<file path="config.mk">
export PLATFORM = sky130hd
export DESIGN_NAME = osc_wait_ctrl
export DESIGN_NICKNAME = d
export VERILOG_FILES = /design/src/rtl/osc_wait_pkg.sv /design/src/rtl/osc_ctl_reg.sv /design/src/rtl/osc_wait_timer.sv /design/src/rtl/osc_wait_ctrl.sv
export SDC_FILE = /design/constraint.sdc
export NUM_CORES = 1
export LEC_CHECK = 0
export CAP_MARGIN = 10
export CORE_MARGIN = 5
export CORE_UTILIZATION = 52
export CTS_CLUSTER_SIZE = 16
export DETAILED_ROUTE_END_ITERATION = 7
export PLACE_DENSITY_LB_ADDON = 0.12
export REMOVE_ABC_BUFFERS = 1
export SYNTH_ARGS = -nofsm -noshare
export SYNTH_HDL_FRONTEND = slang
export SYNTH_SLANG_ARGS = --single-unit
</file>
<file path="constraint.sdc">
create_clock -name clk_i -period 9.1 [get_ports clk_i]
set_input_delay 1.82 -clock clk_i [delete_from_list [all_inputs] [get_ports clk_i]]
set_output_delay 1.82 -clock clk_i [all_outputs]
set_load 0.005 [all_outputs]
</file>
<file path="src/rtl/osc_wait_pkg.sv">
package osc_wait_pkg;
  localparam int CODE_W = 4;
  localparam int REG_W  = 8;
  localparam logic [CODE_W-1:0] RST_CODE = 4'hf;

  typedef enum logic [1:0] {
    ST_IDLE,
    ST_WAIT,
    ST_READY
  } wait_st_e;
endpackage

</file>
<file path="src/rtl/osc_ctl_reg.sv">
module osc_ctl_reg
  import osc_wait_pkg::*;
(
  input  logic              clk_i,
  input  logic              rst_ni,
  input  logic              sel_i,
  input  logic              we_i,
  input  logic [REG_W-1:0]  wdata_i,
  input  logic              unlock_i,
  output logic [REG_W-1:0]  rdata_o,
  output logic [CODE_W-1:0] code_o,
  output logic              lo_en_o,
  output logic              hi_en_o
);
  logic wr;
  assign wr = sel_i & we_i;

  always_ff @(posedge clk_i or negedge rst_ni) begin
    if (!rst_ni) begin
      code_o  <= RST_CODE;
      lo_en_o <= 1'b1;
      hi_en_o <= 1'b1;
    end else if (wr) begin
      hi_en_o <= wdata_i[0];
      if (unlock_i) begin
        code_o  <= wdata_i[REG_W-1 -: CODE_W];
        lo_en_o <= wdata_i[1];
      end
    end
  end

  assign rdata_o = sel_i ? {code_o, 2'b00, lo_en_o, hi_en_o} : '0;

  AST_LOCK_HOLD: assert property (@(posedge clk_i) disable iff (!rst_ni)
    (wr && !unlock_i) |=> ($stable(code_o) && $stable(lo_en_o)));
  AST_HI_WRITE: assert property (@(posedge clk_i) disable iff (!rst_ni)
    wr |=> (hi_en_o == $past(wdata_i[0])));
endmodule

</file>
<file path="src/rtl/osc_wait_timer.sv">
module osc_wait_timer
  import osc_wait_pkg::*;
#(
  parameter int BASE_EXP = 7
) (
  input  logic              clk_i,
  input  logic              rst_ni,
  input  logic              hi_en_i,
  input  logic              sleep_i,
  input  logic [CODE_W-1:0] code_i,
  output logic              ready_o
);
  localparam int SPAN  = (1 << CODE_W) - 1;
  localparam int CNT_W = BASE_EXP + SPAN + 1;

  function automatic logic [CNT_W-1:0] load_val(input logic [CODE_W-1:0] c);
    int sh;
    sh = BASE_EXP + SPAN - int'(c);
    return (CNT_W'(1) << sh) - CNT_W'(1);
  endfunction

  wait_st_e         state;
  logic [CNT_W-1:0] cnt;
  logic             sleep_q, hi_q;
  logic             awake, wake, hi_rise;

  assign awake   = !sleep_i && hi_en_i;
  assign wake    = sleep_q && !sleep_i;
  assign hi_rise = hi_en_i && !hi_q;

  always_ff @(posedge clk_i or negedge rst_ni) begin
    if (!rst_ni) begin
      sleep_q <= 1'b0;
      hi_q    <= 1'b1;
    end else begin
      sleep_q <= sleep_i;
      hi_q    <= hi_en_i;
    end
  end

  // wait armed only by reset or wake; sw turn-on skips the counter
  always_ff @(posedge clk_i or negedge rst_ni) begin
    if (!rst_ni) begin
      state <= ST_WAIT;
      cnt   <= load_val(RST_CODE);
    end else if (!awake) begin
      state <= ST_IDLE;
      cnt   <= '0;
    end else if (wake) begin
      state <= ST_WAIT;
      cnt   <= load_val(code_i);
    end else if (hi_rise) begin
      state <= ST_READY;
    end else if (state == ST_WAIT) begin
      if (cnt == '0) state <= ST_READY;
      else           cnt   <= cnt - CNT_W'(1);
    end
  end

  assign ready_o = (state == ST_READY);

  AST_DROP: assert property (@(posedge clk_i) disable iff (!rst_ni)
    !awake |=> !ready_o);
  AST_WAKE_ARM: assert property (@(posedge clk_i) disable iff (!rst_ni)
    (wake && hi_en_i) |=> !ready_o);
  AST_CNT_STEP: assert property (@(posedge clk_i) disable iff (!rst_ni)
    (state == ST_WAIT && cnt != '0 && awake && !wake) |=> (cnt == $past(cnt) - CNT_W'(1)));
  AST_RDY_AT_ZERO: assert property (@(posedge clk_i) disable iff (!rst_ni)
    (state == ST_WAIT && cnt == '0 && awake && !wake) |=> ready_o);
  AST_IDLE_HOLD: assert property (@(posedge clk_i) disable iff (!rst_ni)
    (state == ST_IDLE && !hi_rise) |=> !ready_o);
endmodule

</file>
<file path="src/rtl/osc_wait_ctrl.sv">
module osc_wait_ctrl
  import osc_wait_pkg::*;
#(
  parameter int BASE_EXP = 7
) (
  input  logic       clk_i,
  input  logic       rst_ni,
  input  logic       sel_i,
  input  logic       we_i,
  input  logic [7:0] wdata_i,
  output logic [7:0] rdata_o,
  input  logic       unlock_i,
  input  logic       sleep_i,
  output logic       osc_hi_en_o,
  output logic       osc_lo_en_o,
  output logic       clk_ready_o,
  output logic       sys_clk_en_o
);
  logic [CODE_W-1:0] code;

  osc_ctl_reg u_reg (
    .clk_i    (clk_i),
    .rst_ni   (rst_ni),
    .sel_i    (sel_i),
    .we_i     (we_i),
    .wdata_i  (wdata_i),
    .unlock_i (unlock_i),
    .rdata_o  (rdata_o),
    .code_o   (code),
    .lo_en_o  (osc_lo_en_o),
    .hi_en_o  (osc_hi_en_o)
  );

  osc_wait_timer #(.BASE_EXP(BASE_EXP)) u_timer (
    .clk_i   (clk_i),
    .rst_ni  (rst_ni),
    .hi_en_i (osc_hi_en_o),
    .sleep_i (sleep_i),
    .code_i  (code),
    .ready_o (clk_ready_o)
  );

  assign sys_clk_en_o = clk_ready_o & osc_hi_en_o & ~sleep_i;

  AST_RSV_ZERO: assert property (@(posedge clk_i) disable iff (!rst_ni)
    rdata_o[3:2] == 2'b00);
endmodule

</file>
# After elaboration in Yosys (flattened, before gate mapping)
# Cells that the tools add are included.
[word_totals]
ff_bits = 33
wordCells = 42
[classes]
add_sub_neg = 3
eq_ne = 7
n_shift = 1
muxes = 11
bitwise = 4
reduce_logical = 9
[ops]
columns = ["operator", "count"]
rows = [
  ["23-bit 2-to-1 mux", 5],
  ["1-bit by 32-bit left shift with 23-bit output (first input constant)", 1],
  ["23-bit logical NOT", 1],
  ["23-bit by 1-bit subtractor with 23-bit output (second input constant)", 1],
  ["23-bit by 2-bit subtractor with 23-bit output (second input constant)", 1],
  ["2-bit 2-to-1 mux", 5],
  ["3-bit inequality test (second input constant)", 3],
  ["8-bit 2-to-1 mux", 1],
  ["4-bit inequality test (second input constant)", 2],
  ["5-bit by 4-bit subtractor with 6-bit output (first input constant)", 1],
  ["2-bit AND reduction", 2],
  ["1-bit bitwise AND", 3],
  ["1-bit logical AND", 3],
  ["3-bit AND reduction", 1],
  ["2-bit by 1-bit equality test with 1-bit output (second input constant)", 1],
  ["2-bit equality test (second input constant)", 1],
  ["1-bit logical NOT", 2],
  ["1-bit inverter", 1],
]

# Longest topological paths before layout
[depth]
depth_word = 6
mapped_depth = 12

# Cells and area by module
# A second synthesis with hierarchy kept.
[unflattened]
cells_unflattened = 300
area_unflattened_um2 = 2512.4
[modules_own_cells]
columns = ["module", "n_inst", "cells_per_inst", "area_per_inst_um2", "seq_area_each_um2"]
rows = [
  ["osc_wait_timer", 1, 276, 2200.9, 686.9],
  ["osc_ctl_reg", 1, 23, 302.8, 157.7],
  ["osc_wait_ctrl", 1, 1, 8.8, 0.0],
]

# Worst setup path after synthesis
# Ideal clock, no wire load.
[synth_path]
path_type = "input-to-output"
start = "input port sleep_i"
end = "output port sys_clk_en_o"
t_arrival_ns = 2.213
required_ns = 7.280
path_slack_ns = 5.067
path_stages = 2
path_cell_list = "nor2b_1 and2_1"
[synth_between]
elab_chain_cells = 2
[synth_lines]
columns = ["item", "line_no", "source"]
rows = [
  ["from (decl)", "osc_wait_ctrl.sv:13", "input logic sleep_i,"],
  ["1-bit inverter", "osc_wait_ctrl.sv:43", "assign sys_clk_en_o = clk_ready_o & osc_hi_en_o & ~sleep_i;"],
  ["1-bit bitwise AND", "osc_wait_ctrl.sv:43", ""],
  ["to (decl)", "osc_wait_ctrl.sv:17", "output logic sys_clk_en_o"],
]
# No other way between the ends.

# Final worst setup path
# Same ends and word-level chain as after synthesis.

==> results.json <==
{
  "status": "finished clean",
  "synth_top_cell_by_area": "dfrtp_1",
  "cp_slowest_cell": "clkdlybuf4s50_1",
  "vias": 2303,
  "multi_input_area_um2": 1536,
  "clockPowerShare_pct": 20.1,
  "cp.required_ns": 7.28,
  "grt_max_degree": 34,
  "area_growth_pct": 11.65,
  "holdPathStages": 0,
  "cp-start-kind": "primary input",
  "slew_viol_final": 0,
  "stdcell_area_um2": 2806,
  "drive_gt1_share_pct": 12.06,
  "die-area_um2": 6324,
  "synthFlopType": "dfrtp_1",
  "switchingPower_mw": 0.2116,
  "path_clk_slew_ns": 0.07,
  "cp-end-kind": "primary output",
  "synth_top_area_share_pct": 17.92,
  "seq_area_um2": 844.6,
  "synth_edf_count": 0,
  "synth-xor-area-share_pct": 2.439,
  "hold_viol_final": 0,
  "cts_root_buffer": "clkbuf_8",
  "drt_wl_total_um": 6240,
  "timing_worst_setup_path_type": "in2out",
  "muxShareOfSynthArea_pct": 2.688,
  "synth_cell_type_count": 57,
  "final_cell_count_no_fill": 382,
  "finalSetupTns_ns": 0,
  "cts.sink_count": 33,
  "via_per_inst": 6.029,
  "hpwl_um": 4437,
  "grt_pass1_vias": 2166,
  "drc": 0,
  "syn_area_um2": 2514,
  "cp.depth": 4,
  "chipHeight_um": 79.53,
  "yosysSeqAreaShare_pct": 33.60,
  "synth.area.top_cells": "dfrtp_1 (18%), dfstp_2 (16%), a21oi_1 (4.8%)",
  "crit_family": "buffers and inverters",
  "synth_warnings": 0,
  "crit_start": "sleep_i",
  "final-setup-viol-count": 0,
  "period_share_pct": 57.08,
  "synth_commonest_cells": "a21oi_1 (24), nand2_1 (22), dfrtp_1 (18), clkbuf_1 (17), nor2_1 (17)",
  "path_cells": "clkdlybuf4s50_1 > nor2b_1 > and2_1 > clkdlybuf4s50_1",
  "timing.fmax_mhz": 192.5,
  "drt_iter0_markers": 270,
  "synth.most_common_cell": "a21oi_1",
  "worstHoldPathType": "reg2reg",
  "fillers": 435,
  "grt_pass1_wl_um": 10440,
  "place.gp.congestion": 0.8508,
  "rsz0062_at_grt": "false",
  "drv_cap": 0,
  "synth-adder-area-share_pct": 1.991,
  "coreArea_um2": 4723,
  "final_nets": 332,
  "num_io_pins": 26,
  "fin_skew_ns": 0.005914,
  "num_rows": 25,
  "tightest_slew_ns": 0.8861,
  "grt_overflow_total": 0,
  "htreeDepth": 2,
  "leakage_nw": 1.054,
  "path_max_fanout": 6,
  "regToRegStartpoint": "u_timer.cnt[6]",
  "switching_share_pct": 39.99,
  "clk_path_buf_depth": 2,
  "avgRoutedWirePerCell_um": 16.34,
  "n_antenna_cell": 0,
  "p_int_mw": 0.3176,
  "synthSimpleGateAreaFrac_pct": 28.52,
  "start_util_pct": 53.22,
  "post_cts_resized": 0,
  "die_w_um": 79.53,
  "max_slew_margin_pct": 40.71,
  "p_comb_share_pct": 40.9,
  "netlist_instances": 304,
  "crit_arrival_ns": 3.37,
  "cp_num_buf_inv": 2,
  "worstReg2RegEnd": "u_timer.cnt[21]",
  "reg2reg_depth": 6,
  "synth_top_family_by_area": "simple AND/OR/NAND/NOR gates",
  "grt_usage_pct": 20.91,
  "placed_area_um2": 2724,
  "r2r_slack_ns": 6.05,
  "cp-endpoint": "sys_clk_en_o",
  "worst_ir_drop_vdd_uv": 109.3,
  "antenna_found_initial": 0,
  "dp.cells": 374,
  "cts_made_buffers": 5,
  "clock_latency_ns": 0.28,
  "fin_crit_ns": 5.194,
  "cpMostUsedCell": "clkdlybuf4s50_1",
  "dr.pass1.iters": 4,
  "io_buffers": 21,
  "synth-compound-area-share_pct": 24.89,
  "cts_hold_buf": 0,
  "yosys_register_bits": 33,
  "p_per_area_nw_per_um2": 188.6,
  "cts_tree": "done",
  "syn_avg_cell_area_um2": 8.269,
  "p_seq_share_pct": 39.0,
  "cpPeakStageDelay_ns": 0.49,
  "synthArstFlopShare_pct": 100.0,
  "cts_setup_buffers": 0,
  "postRouteAntennaNets": 0
}
power by group through the flow:
stage / clock network (mW) / logic [mW] / registers [mW]
finish: 0.106 / 0.216 / 0.207
global route: 0.114 / 0.241 / 0.211
CTS: 0.108 / 0.214 / 0.206
detailed placement: 0 / 0.213 / 0.208
global placement: 0 / 0.211 / 0.208
floorplan: 0 / 0.159 / 0.198
worst reg2reg max path: stages, from the launching register on:
cell,delay [ns]
dfstp_2,0.39
nor4_1,0.75
nand4_2,0.40
o31a_1,0.52
o21ai_0,0.57
or3_2,0.23
o211ai_1,0.07
cell families (layout without fill, tap and decap cells):
group / after synthesis / count (layout)
AOI/OAI and AO/OA: 92 / 92
DFF: 33 / 33
xor gates and xnor gates: 7 / 7
buffers and inverters: 31 / 40
other: 2 / 4
muxes: 6 / 6
adders and majority gates: 4 / 4
and+or+nand+nor: 129 / 129
per-stage QoR:
step                      hold WS (ns)  setup WS [ns]  util (%)  power (mW)
after global routing            0.4215          3.812     59.42      0.5661
final                           0.4118          3.906     59.42      0.5292
after global placement          0.4008          3.910     57.67      0.4192
after CTS                       0.4163          3.901     59.42      0.5289
after detailed placement        0.4056          3.868     57.67      0.4216
after floorplan                 0.3905          5.067         -      0.3568
registers in the layout, indices dropped and copies added, names as in the netlist:
| register | count |
|---|---|
| u_reg.hi_en_o | 1 |
| u_reg.code_o | 4 |
| u_timer.state | 2 |
| u_timer.sleep_q | 1 |
| u_timer.hi_q | 1 |
| u_reg.lo_en_o | 1 |
| u_timer.cnt | 23 |
layout make-up:
cell class | count | share of cell area (%)
well taps | 67 | 2.987
repair buffers | 23 | 8.025
flip-flops and latches | 33 | 30.09
clock inverters | 2 | 0.3567
clock buffers | 6 | 2.586
multi-input cells | 242 | 54.75
inverters | 9 | 1.204
how the worst min path moves through the flow:
| stage | from | end | slack, ns |
|---|---|---|---|
| after floorplan | u_reg.hi_en_o | u_timer.hi_q | 0.39 |
| after global placement | u_reg.hi_en_o | u_timer.hi_q | 0.40 |
| after detailed placement | u_reg.hi_en_o | u_timer.hi_q | 0.41 |
| after CTS | u_reg.hi_en_o | u_timer.hi_q | 0.42 |
| after global routing | u_reg.hi_en_o | u_timer.hi_q | 0.42 |
| final | u_reg.hi_en_o | u_timer.hi_q | 0.41 |
layout by cell type, fill, tap and decap left out, types with 5 or more instances in the layout:
master           netlist  routed
a211oi_1               9       9
nor4_1                 9       9
nand2_1               22      22
clkbuf_8               0       5
a31oi_1                7       7
nor2b_1               10      10
dfstp_2               15      15
nor3_1                16      16
and2_1                10      10
o21ai_0               16      16
a21oi_1               24      24
inv_1                  9       9
clkdlybuf4s50_1        0      21
o311ai_0               6       6
dfrtp_1               18      18
nand3_1               15      15
nor2_1                17      17
mux2_2                 6       6
nand2b_1              11      11
per-layer routing:
metal	track usage, %	vias up	wire [µm]
li1	-	1153	-
met1	28.55	1095	3000
met2	32.55	47	2838
met3	4.515	8	325
met4	7.216	0	76
met5	0	-	0
(Power assumes the default switching activity.)
